`config.mk`:
```
export PLATFORM = sky130hd
export DESIGN_NAME = spi_req_check
export DESIGN_NICKNAME = d
export VERILOG_FILES = /design/src/rtl/spi_req_pkg.sv /design/src/rtl/spi_lane_check.sv /design/src/rtl/spi_limit_check.sv /design/src/rtl/spi_mode_check.sv /design/src/rtl/spi_req_check.sv
export SDC_FILE = /design/constraint.sdc
export NUM_CORES = 1
export LEC_CHECK = 0
export CAP_MARGIN = 20
export CORE_AREA = 2 2 192 194
export DETAILED_ROUTE_END_ITERATION = 16
export DIE_AREA = 0 0 194 196
export SKIP_CTS_REPAIR_TIMING = 1
export SLEW_MARGIN = 15
export SYNTH_ARGS = -nofsm -noshare
export SYNTH_HDL_FRONTEND = slang
export SYNTH_SLANG_ARGS = --single-unit
```
`constraint.sdc`:
```
create_clock -name clk_i -period 1.6 [get_ports clk_i]
set_clock_uncertainty 0.05 [all_clocks]
set_input_delay 0.4 -clock clk_i [delete_from_list [all_inputs] [get_ports clk_i]]
set_output_delay 0.4 -clock clk_i [all_outputs]
set_load 0.02 [all_outputs]
```
`src/rtl/spi_req_pkg.sv`:
```
package spi_req_pkg;
  typedef enum logic [7:0] {
    RES_OK      = 8'd0,
    RES_PARAM   = 8'd1,
    RES_XFER    = 8'd2
  } res_code_e;

  // request mode bit positions
  localparam int unsigned MB_PHASE = 0;
  localparam int unsigned MB_POL   = 1;
  localparam int unsigned MB_CSHI  = 2;
  localparam int unsigned MB_LSB   = 3;
  localparam int unsigned MB_LOOP  = 4;
  localparam int unsigned MB_USED  = 5;

  // capability mode bit positions
  localparam int unsigned CB_PHASE = 0;
  localparam int unsigned CB_POL   = 2;
  localparam int unsigned CB_CSHI  = 4;
  localparam int unsigned CB_LSB   = 5;
  localparam int unsigned CB_LOOP  = 6;
  localparam int unsigned CAP_MODE_W = 7;
endpackage

```
`src/rtl/spi_lane_check.sv`:
```
module spi_lane_check #(
  parameter int unsigned W = 8
) (
  input  logic [W-1:0] lanes_i,
  input  logic [2:0]   cap_i,
  output logic         err_o
);
  always_comb begin
    unique case (lanes_i)
      W'(0), W'(1): err_o = 1'b0;
      W'(2):        err_o = ~cap_i[0];
      W'(4):        err_o = ~cap_i[1];
      W'(8):        err_o = ~cap_i[2];
      default:      err_o = 1'b1;
    endcase
  end
endmodule

```
`src/rtl/spi_limit_check.sv`:
```
module spi_limit_check #(
  parameter int unsigned W = 32,
  parameter bit ZERO_UNLIMITED = 1'b0
) (
  input  logic [W-1:0] req_i,
  input  logic [W-1:0] max_i,
  output logic         err_o
);
  generate
    if (ZERO_UNLIMITED) begin : g_unl
      assign err_o = (max_i != '0) && (req_i > max_i);
    end else begin : g_lim
      // max of zero rejects any nonzero request
      assign err_o = req_i > max_i;
    end
  endgenerate
endmodule

```
`src/rtl/spi_mode_check.sv`:
```
module spi_mode_check
  import spi_req_pkg::*;
(
  input  logic [31:0]           mode_i,
  input  logic [CAP_MODE_W-1:0] cap_i,
  output logic                  perr_o,
  output logic                  cap_bad_o
);
  function automatic logic pair_err(input logic sel, input logic [1:0] cap);
    unique case (cap)
      2'b00:   pair_err = 1'b0;
      2'b01:   pair_err = sel;
      2'b10:   pair_err = ~sel;
      default: pair_err = 1'b0;
    endcase
  endfunction

  logic [1:0] ph_cap, pol_cap;
  assign ph_cap  = cap_i[CB_PHASE+:2];
  assign pol_cap = cap_i[CB_POL+:2];

  assign cap_bad_o = (&ph_cap) | (&pol_cap);

  assign perr_o = pair_err(mode_i[MB_PHASE], ph_cap)
                | pair_err(mode_i[MB_POL], pol_cap)
                | (mode_i[MB_CSHI] & ~cap_i[CB_CSHI])
                | (mode_i[MB_LSB]  & ~cap_i[CB_LSB])
                | (mode_i[MB_LOOP] & ~cap_i[CB_LOOP])
                | (|mode_i[31:MB_USED]);
endmodule

```
`src/rtl/spi_req_check.sv`:
```
module spi_req_check
  import spi_req_pkg::*;
#(
  parameter int unsigned FLD_W   = 8,
  parameter int unsigned VAL_W   = 32,
  parameter int unsigned BPW_MAX = 32,
  parameter int unsigned LEN_W   = 16,
  parameter int unsigned N_DLY   = 4
) (
  input  logic                  clk_i,
  input  logic                  rst_ni,
  input  logic                  start_i,
  input  logic [FLD_W-1:0]      cs_idx_i,
  input  logic [FLD_W-1:0]      bpw_i,
  input  logic [FLD_W-1:0]      cs_chg_i,
  input  logic [FLD_W-1:0]      tx_lanes_i,
  input  logic [FLD_W-1:0]      rx_lanes_i,
  input  logic [31:0]           mode_i,
  input  logic [VAL_W-1:0]      freq_i,
  input  logic [VAL_W-1:0]      dly_word_i,
  input  logic [VAL_W-1:0]      dly_setup_i,
  input  logic [VAL_W-1:0]      dly_hold_i,
  input  logic [VAL_W-1:0]      dly_inact_i,
  input  logic [LEN_W-1:0]      tx_len_i,
  input  logic [LEN_W-1:0]      rx_len_i,
  input  logic                  duplex_i,
  input  logic [FLD_W-1:0]      cap_cs_num_i,
  input  logic                  cap_cs_chg_i,
  input  logic [2:0]            cap_tx_lanes_i,
  input  logic [2:0]            cap_rx_lanes_i,
  input  logic [BPW_MAX-1:0]    cap_bpw_mask_i,
  input  logic [CAP_MODE_W-1:0] cap_mode_i,
  input  logic [VAL_W-1:0]      cap_freq_max_i,
  input  logic [VAL_W-1:0]      cap_dly_word_i,
  input  logic [VAL_W-1:0]      cap_dly_setup_i,
  input  logic [VAL_W-1:0]      cap_dly_hold_i,
  input  logic [VAL_W-1:0]      cap_dly_inact_i,
  output logic                  done_o,
  output logic [7:0]            result_o
);
  localparam int unsigned IDX_W = (BPW_MAX > 1) ? $clog2(BPW_MAX) : 1;
  localparam logic [FLD_W-1:0] BPW_TOP = FLD_W'(BPW_MAX);

  logic tx_lane_err, rx_lane_err, mode_err, cap_bad, freq_err;
  logic bpw_err, cs_err, len_err;
  logic [N_DLY-1:0] dly_err;
  logic [VAL_W-1:0] dly_req [N_DLY];
  logic [VAL_W-1:0] dly_max [N_DLY];

  spi_lane_check #(.W(FLD_W)) u_tx_lane (
    .lanes_i(tx_lanes_i), .cap_i(cap_tx_lanes_i), .err_o(tx_lane_err));
  spi_lane_check #(.W(FLD_W)) u_rx_lane (
    .lanes_i(rx_lanes_i), .cap_i(cap_rx_lanes_i), .err_o(rx_lane_err));

  spi_mode_check u_mode (
    .mode_i(mode_i), .cap_i(cap_mode_i), .perr_o(mode_err), .cap_bad_o(cap_bad));

  spi_limit_check #(.W(VAL_W), .ZERO_UNLIMITED(1'b1)) u_freq (
    .req_i(freq_i), .max_i(cap_freq_max_i), .err_o(freq_err));

  assign dly_req[0] = dly_word_i;
  assign dly_req[1] = dly_setup_i;
  assign dly_req[2] = dly_hold_i;
  assign dly_req[3] = dly_inact_i;
  assign dly_max[0] = cap_dly_word_i;
  assign dly_max[1] = cap_dly_setup_i;
  assign dly_max[2] = cap_dly_hold_i;
  assign dly_max[3] = cap_dly_inact_i;

  generate
    for (genvar i = 0; i < N_DLY; i++) begin : g_dly
      spi_limit_check #(.W(VAL_W), .ZERO_UNLIMITED(1'b0)) u_dly (
        .req_i(dly_req[i]), .max_i(dly_max[i]), .err_o(dly_err[i]));
    end
  endgenerate

  // word width: mask bit (bpw-1), only when mask restricts
  logic [FLD_W-1:0] bpw_m1;
  logic             bpw_in_rng;
  assign bpw_m1     = bpw_i - FLD_W'(1);
  assign bpw_in_rng = (bpw_i != '0) && (bpw_i <= BPW_TOP);
  assign bpw_err    = (cap_bpw_mask_i != '0) &&
                      !(bpw_in_rng && cap_bpw_mask_i[bpw_m1[IDX_W-1:0]]);

  assign cs_err  = (cs_idx_i >= cap_cs_num_i) | ((cs_chg_i != '0) & ~cap_cs_chg_i);
  assign len_err = duplex_i & (tx_len_i != rx_len_i);

  logic perr_c;
  assign perr_c = tx_lane_err | rx_lane_err | mode_err | freq_err | (|dly_err)
                | bpw_err | cs_err | len_err;

  // stage 1: error flags
  logic s1_vld, s1_perr, s1_cap_bad;
  always_ff @(posedge clk_i or negedge rst_ni) begin
    if (!rst_ni) begin
      s1_vld     <= 1'b0;
      s1_perr    <= 1'b0;
      s1_cap_bad <= 1'b0;
    end else begin
      s1_vld <= start_i;
      if (start_i) begin
        s1_perr    <= perr_c;
        s1_cap_bad <= cap_bad;
      end
    end
  end

  // stage 2: held completion code
  always_ff @(posedge clk_i or negedge rst_ni) begin
    if (!rst_ni) begin
      done_o   <= 1'b0;
      result_o <= RES_OK;
    end else begin
      done_o <= s1_vld;
      if (s1_vld) begin
        result_o <= s1_cap_bad ? RES_XFER : (s1_perr ? RES_PARAM : RES_OK);
      end
    end
  end
endmodule

```
* Yosys cells after proc, flatten, opt, wreduce, memory -nomap -nowiden
Index checks and enable logic that the tools add are counted.
** Word-level totals
- Memories :: 0
- Bits in read-only memories :: 0
- Logic and storage cells :: 83
- Register bits :: 12
- Latch bits :: 0
- Input port bits :: 482
- Output and inout port bits :: 9
- RAM bits :: 0
** Operators by class
- $mul :: 0
- Reduce and logical (&&, ||, !) cells :: 17
- Muxes and demuxes :: 8
- Bitwise operators :: 31
- $lt $le $gt $ge :: 8
- Equality and inequality tests :: 13
- Shifts and indexed selects :: 0
- $add $sub $neg :: 1
- Divide/modulo/power cells :: 0
** Operator list (count)
- $gt 32x32->1 :: 5
- $reduce_bool 32->1 :: 2
- $reduce_or 27->1 :: 1
- $eq 8x1->1 const B :: 2
- $eq 8x2->1 const B :: 2
- $eq 8x3->1 const B :: 2
- $eq 8x4->1 const B :: 2
- $logic_not 8->1 :: 2
- $ne 16x16->1 :: 1
- $reduce_bool 8->1 :: 2
- $or 1x1->1 :: 14
- $not 1->1 :: 12
- $ge 8x8->1 :: 1
- $le 8x6->1 const B :: 1
- $pmux 1 s4 :: 2
- $lt 5x6->1 const B :: 1
- $and 1x1->1 :: 5
- $bmux 1 s5 :: 1
- $sub 5x1->5 const B :: 1
- $eq 2x1->1 const B :: 2
- $eq 2x2->1 const B :: 2
- $logic_and 1x1->1 :: 4
- $pmux 1 s2 :: 2
- $reduce_and 2->1 :: 2
- 5 further kinds :: 7

* Depth between registers and ports, before layout
- Depth after elaboration :: 13
- Mapped depth :: 10

* Hierarchy
From an unflattened synthesis, not the netlist that was laid out.
** Unflattened totals
- Cells, all modules :: 759
- Area, all modules :: 5619.1 um^2
** Modules (own cells, without submodules)
- spi_limit_check at g_dly[0].u_dly ... :: seq. area each 0.0 um^2, area an instance 805.8 um^2, cells an instance 112, times used 4
- spi_req_check :: seq. area each 150.1 um^2, area an instance 1286.2 um^2, cells an instance 148, times used 1
- spi_limit_check at u_freq :: seq. area each 0.0 um^2, area an instance 887.1 um^2, cells an instance 125, times used 1
- spi_mode_check :: seq. area each 0.0 um^2, area an instance 132.6 um^2, cells an instance 24, times used 1
- spi_lane_check :: seq. area each 0.0 um^2, area an instance 45.0 um^2, cells an instance 7, times used 2

* Least setup slack after synthesis
No wires, ideal clock.
- Path type :: in2reg
- Start point :: in bpw_i[0]
- End point :: reg s1_perr
- Data required time :: 1.473 ns
- Slack :: -0.935 ns
- Library setup time :: 0.077 ns
- Data arrival time :: 2.407 ns
- Cell stages on the path :: 10
- Buffers on the path :: 1
- Path through :: buf_6 -> inv_1 -> ha_1 -> xor2_2 -> mux4_2 -> mux2_2 -> o31a_1 -> o2111ai_1 -> nor4_1 -> a21oi_1
** On the way
- Longest elaborated chain between the ends :: 9
- Elaborated cells between the ends (all ways) :: 12
- Those cells by class :: 1 x add/sub; 1 x order compare; 2 x mux; 3 x bitwise; 5 x reduce/logical
** Ends and longest elaborated chain
- from (decl) :: line spi_req_check.sv:14 : input logic [FLD_W-1:0] bpw_i,
- $sub 5x1->5 :: line spi_req_check.sv:80 : assign bpw_m1 = bpw_i - FLD_W'(1);
- $bmux 1 s5 :: line spi_req_check.sv:83 : !(bpw_in_rng && cap_bpw_mask_i[bpw_m1[IDX_W-1:0]]);
- $mux 1 (implied by the code) :: line spi_req_check.sv:83
- $logic_and 1x1->1 (*) :: line spi_req_check.sv:83
- $logic_not 1->1 (*) :: line spi_req_check.sv:83
- $logic_and 1x1->1 (*) :: line spi_req_check.sv:82 : assign bpw_err = (cap_bpw_mask_i != '0) &&
- $or 1x1->1 (*) (3 in a row) :: line spi_req_check.sv:90 : | bpw_err | cs_err | len_err;
- to (signal assigned) :: line spi_req_check.sv:102 : s1_perr <= perr_c;
- to (decl) :: line spi_req_check.sv:93 : logic s1_vld, s1_perr, s1_cap_bad;
Every way passes the cells marked *; elsewhere a longest branch is shown, timed or not. The select of a mux whose other input is x is not followed.
A chain may end at the register's enable or synchronous reset.

* Worst setup path in the final report
- Start point :: in cap_dly_word_i[14]
- End point :: reg s1_perr
** On the way
- Longest elaborated chain between the ends :: 6
** Ends and longest elaborated chain
- from (decl) :: line spi_req_check.sv:34 : input logic [VAL_W-1:0] cap_dly_word_i,
- $gt 32x32->1 :: line spi_limit_check.sv:14 : assign err_o = req_i > max_i;
- $reduce_or 4->1 :: line spi_req_check.sv:89 : assign perr_c = tx_lane_err | rx_lane_err | mode_err | freq_err | (|dly_err)
- $or 1x1->1 :: line spi_req_check.sv:89
- $or 1x1->1 (3 in a row) :: line spi_req_check.sv:90
Every way passes these cells.

==> qor.csv <==
stage;metric;value;unit
grt;grt ovf;0;
worst_setup_path;Crit Path Max Fanout;3;
timing;unrepaired setup endpoints after global routing;yes;
floorplanning;die width;194;µm
route;DR vias;7357;
clocking;H-tree lvl count;1;
worst_setup_path;slowest CP cell;a2111oi_0;
grt;initial antenna violation count;1;
worst_setup_path;worst r2r path cells;1;
worst_setup_path;worst r2r src;s1_vld;
yosys;top-count cell post-synth;inv_1;
power_and_ir_drop;Clk pwr share;12.0;%
clocking;CTS max path bufs;2;
final_layout;layout cells sized above 1;10.78;%
grt;first-pass GRT wire length;40690;µm
yosys;Synth Warn #;0;
worst_setup_path;CP Launch Type;primary input;
yosys;Gate Count Post-Synth;726;
worst_setup_path;Worst path depth;12;
yosys;Post-synth EDFFs;0;
floorplanning;Die Y;196;µm
power_and_ir_drop;sequential share of power;5.1;%
yosys;Unique masters post-synth;57;
worst_setup_path;largest stage delay on the critical path;0.55;ns
clocking;CTS clk-pin slew, worst paths;0.03;ns
timing;hold violation total from the final report;0;
timing;slew margin rel.;58.66;%
yosys;Mean Syn Cell Area;7.454;µm²
route;met1 WL;11700;µm
grt;pin count of the biggest net entering global routing;7;
worst_setup_path;critical path arrival;2.91;ns
yosys;ys flop type;dfrtp_1;
clocking;total CTS buffers;3;
worst_setup_path;worst path required time;1.70;ns
power_and_ir_drop;Int Power;2.251;mW
worst_setup_path;R2R Path End;result_o[1];
worst_setup_path;flop2flop setup slack;0.71;ns
power_and_ir_drop;Combinational Power Share;82.9;%
yosys;FFs w/ async S/R, synth;100.0;%
final_layout;area grow syn2layout;120.1;%
worst_setup_path;Buf/Inv on CP;5;
grt;total track usage;13.44;%
floorplanning;die area;0.03802;mm²
clocking;Clock Sink Count;6;
floorplanning;initial core utilization;15.00;%
power_and_ir_drop;switching portion of total power;32.53;%
clocking;CTS Root Cell;clkbuf_16;
timing;min Tclk post-route;2.805;ns
yosys;Synth Cell Area;0.005411;mm²
route;top layer in use;met5;
timing;setup TNS;-1.205;ns
placement;number of instances in the placed design;1751;
worst_setup_path;kind of critical path;primary input to flop;
final_layout;Layout Nets;1943;
flow_run;number of max-cap violations;0;
route;Pre-Repair DR Iteration Count;4;
route;1st-iter DRT viols;182;
grt;vias in the first global route;7761;
floorplanning;CORE AREA;0.03608;mm²
placement;DP Wirelength;25610;µm
timing;Max Transition Viols Final;0;
final_layout;Final Non-Filler Cells;1758;
power_and_ir_drop;total chip power;3.336;mW
worst_setup_path;crit-path leading delay family;buffers and inverters;
final_layout;# diodes;0;
worst_hold_path;Worst Hold Class;primary input to async pin;
yosys;top cells by area, synth;ha_1, inv_1, a21oi_1, nand4_1, nor4_1;
yosys;most frequent cells after synthesis;inv_1, ha_1, a21oi_1;
power_and_ir_drop;P_leak;5.532;nW
timing;Setup violations, final;1;
yosys;largest area contributor in the netlist;ha_1;
clocking;CTS tree;done;
timing;FMAX;0.3565;GHz
placement;Final GP Congestion;0.8643;
route;Avg Vias per Cell;4.185;
route;final wirelength;27650;µm
timing;final worst-path cycle share;175.3;%
route;met3 WL;1759;µm
route;Residual DRC;0;
power_and_ir_drop;power density cells;280.0;mW/mm²
floorplanning;row count;70;
floorplanning;IO Pins;491;
yosys;post-synthesis sequential area ratio;2.775;%
outcome;status;finished with violations;
worst_setup_path;crit end category;flop;
timing;worst slew pin tran;0.6045;ns
route;Routed Antenna Nets;0;
worst_setup_path;Top cell by count, worst path;buf_4;
placement;port bufs;484;
route;Met2 Routed Length;13950;µm
clocking;Worst-Skew Late Latency;0.23;ns
power_and_ir_drop;peak supply drop;0.0002231;V
worst_setup_path;critical path, cell by cell;clkdlybuf4s50_1 > inv_1 > ha_1 > nand4_1 > buf_4 > a2111oi_0 > nor3_2 > buf_4 > o221ai_4 > a2111oi_4 > buf_4 > a21oi_1;
yosys;post-synthesis register bit count;6;
power_and_ir_drop;NetSw;1.085;mW
yosys;share of the synthesized area in the top cell type;39.08;%
timing;Final WS setup;-1.205;ns
route;WL per Instance;15.73;µm
outcome;failing checks;setup timing;
cell families (layout without fill, tap and decap cells):
family / Yosys count / in the layout / synth area share, %
AND/OR/NAND/NOR: 184 / 184 / 19.51
XOR/XNOR: 20 / 20 / 3.376
flip-flops: 6 / 6 / 2.774
AO/OA/AOI/OAI: 147 / 147 / 16.97
adder cells (fa/ha/maj): 169 / 169 / 39.08
other: 1 / 6 / 0.06930
multiplexers: 12 / 12 / 4.694
buffers and inverters: 187 / 746 / 13.53
cell usage in the layout (no fill, tap or decap), types with 13 or more instances in the layout:
master / synthesis / routed
nand4_1: 40 / 40
a21o_1: 13 / 13
nand2_1: 25 / 24
buf_4: 6 / 80
nor4_1: 36 / 31
clkdlybuf4s50_1: 0 / 474
nand3_1: 29 / 28
inv_1: 179 / 173
a21oi_1: 72 / 67
xor2_1: 18 / 18
ha_1: 169 / 157
state kept, by name, indices dropped and copies added, names as in the netlist:
register    flops
done_o          1
result_o        2
s1_cap_bad      1
s1_vld          1
s1_perr         1
through the flow:
step                      hold WS [ns]  setup slack [ns]  cell area, µm²  utilization [%]
after floorplan                0.05441           -0.7205            5475                -
after global placement          0.3710            -1.756           11400            31.60
after detailed placement        0.3770            -1.801           11400            31.60
after CTS                       0.3722            -1.580           11480            31.81
after global routing            0.3777            -1.324           11910            33.01
final                           0.3709            -1.205           11910            33.01
worst max-delay path by stage:
stage	from	end
floorplan	bpw_i[0]	s1_perr
finish	cap_dly_word_i[14]	s1_perr
CTS	cap_dly_word_i[14]	s1_perr
global route	cap_dly_word_i[5]	s1_perr
global placement	cap_dly_word_i[14]	s1_perr
detailed placement	cap_dly_word_i[14]	s1_perr
power by group through the flow:
stage / Clock (mW) / Sequential, mW / Combinational, mW
finish: 0.400 / 0.171 / 2.76
global route: 0.417 / 0.173 / 3.05
global placement: 0 / 0.174 / 2.62
CTS: 0.405 / 0.172 / 2.68
floorplan: 0 / 0.184 / 0.912
detailed placement: 0 / 0.174 / 2.65
area by class of cell:
type | count | area [µm²]
clock buffer | 3 | 75.07
fill | 3784 | 24170
inverter | 179 | 676.9
multi-input combinational | 538 | 4954
sequential | 6 | 150.1
tap | 468 | 585.6
timing repair buffer | 564 | 5470
metal layers:
layer	up-vias	GRT usage [%]
met3	16	2.476
met5	-	0
li1	3769	-
met1	3307	16.76
met2	263	24.67
met4	2	1.459
Note: power is estimated with default switching activity, not from simulation.
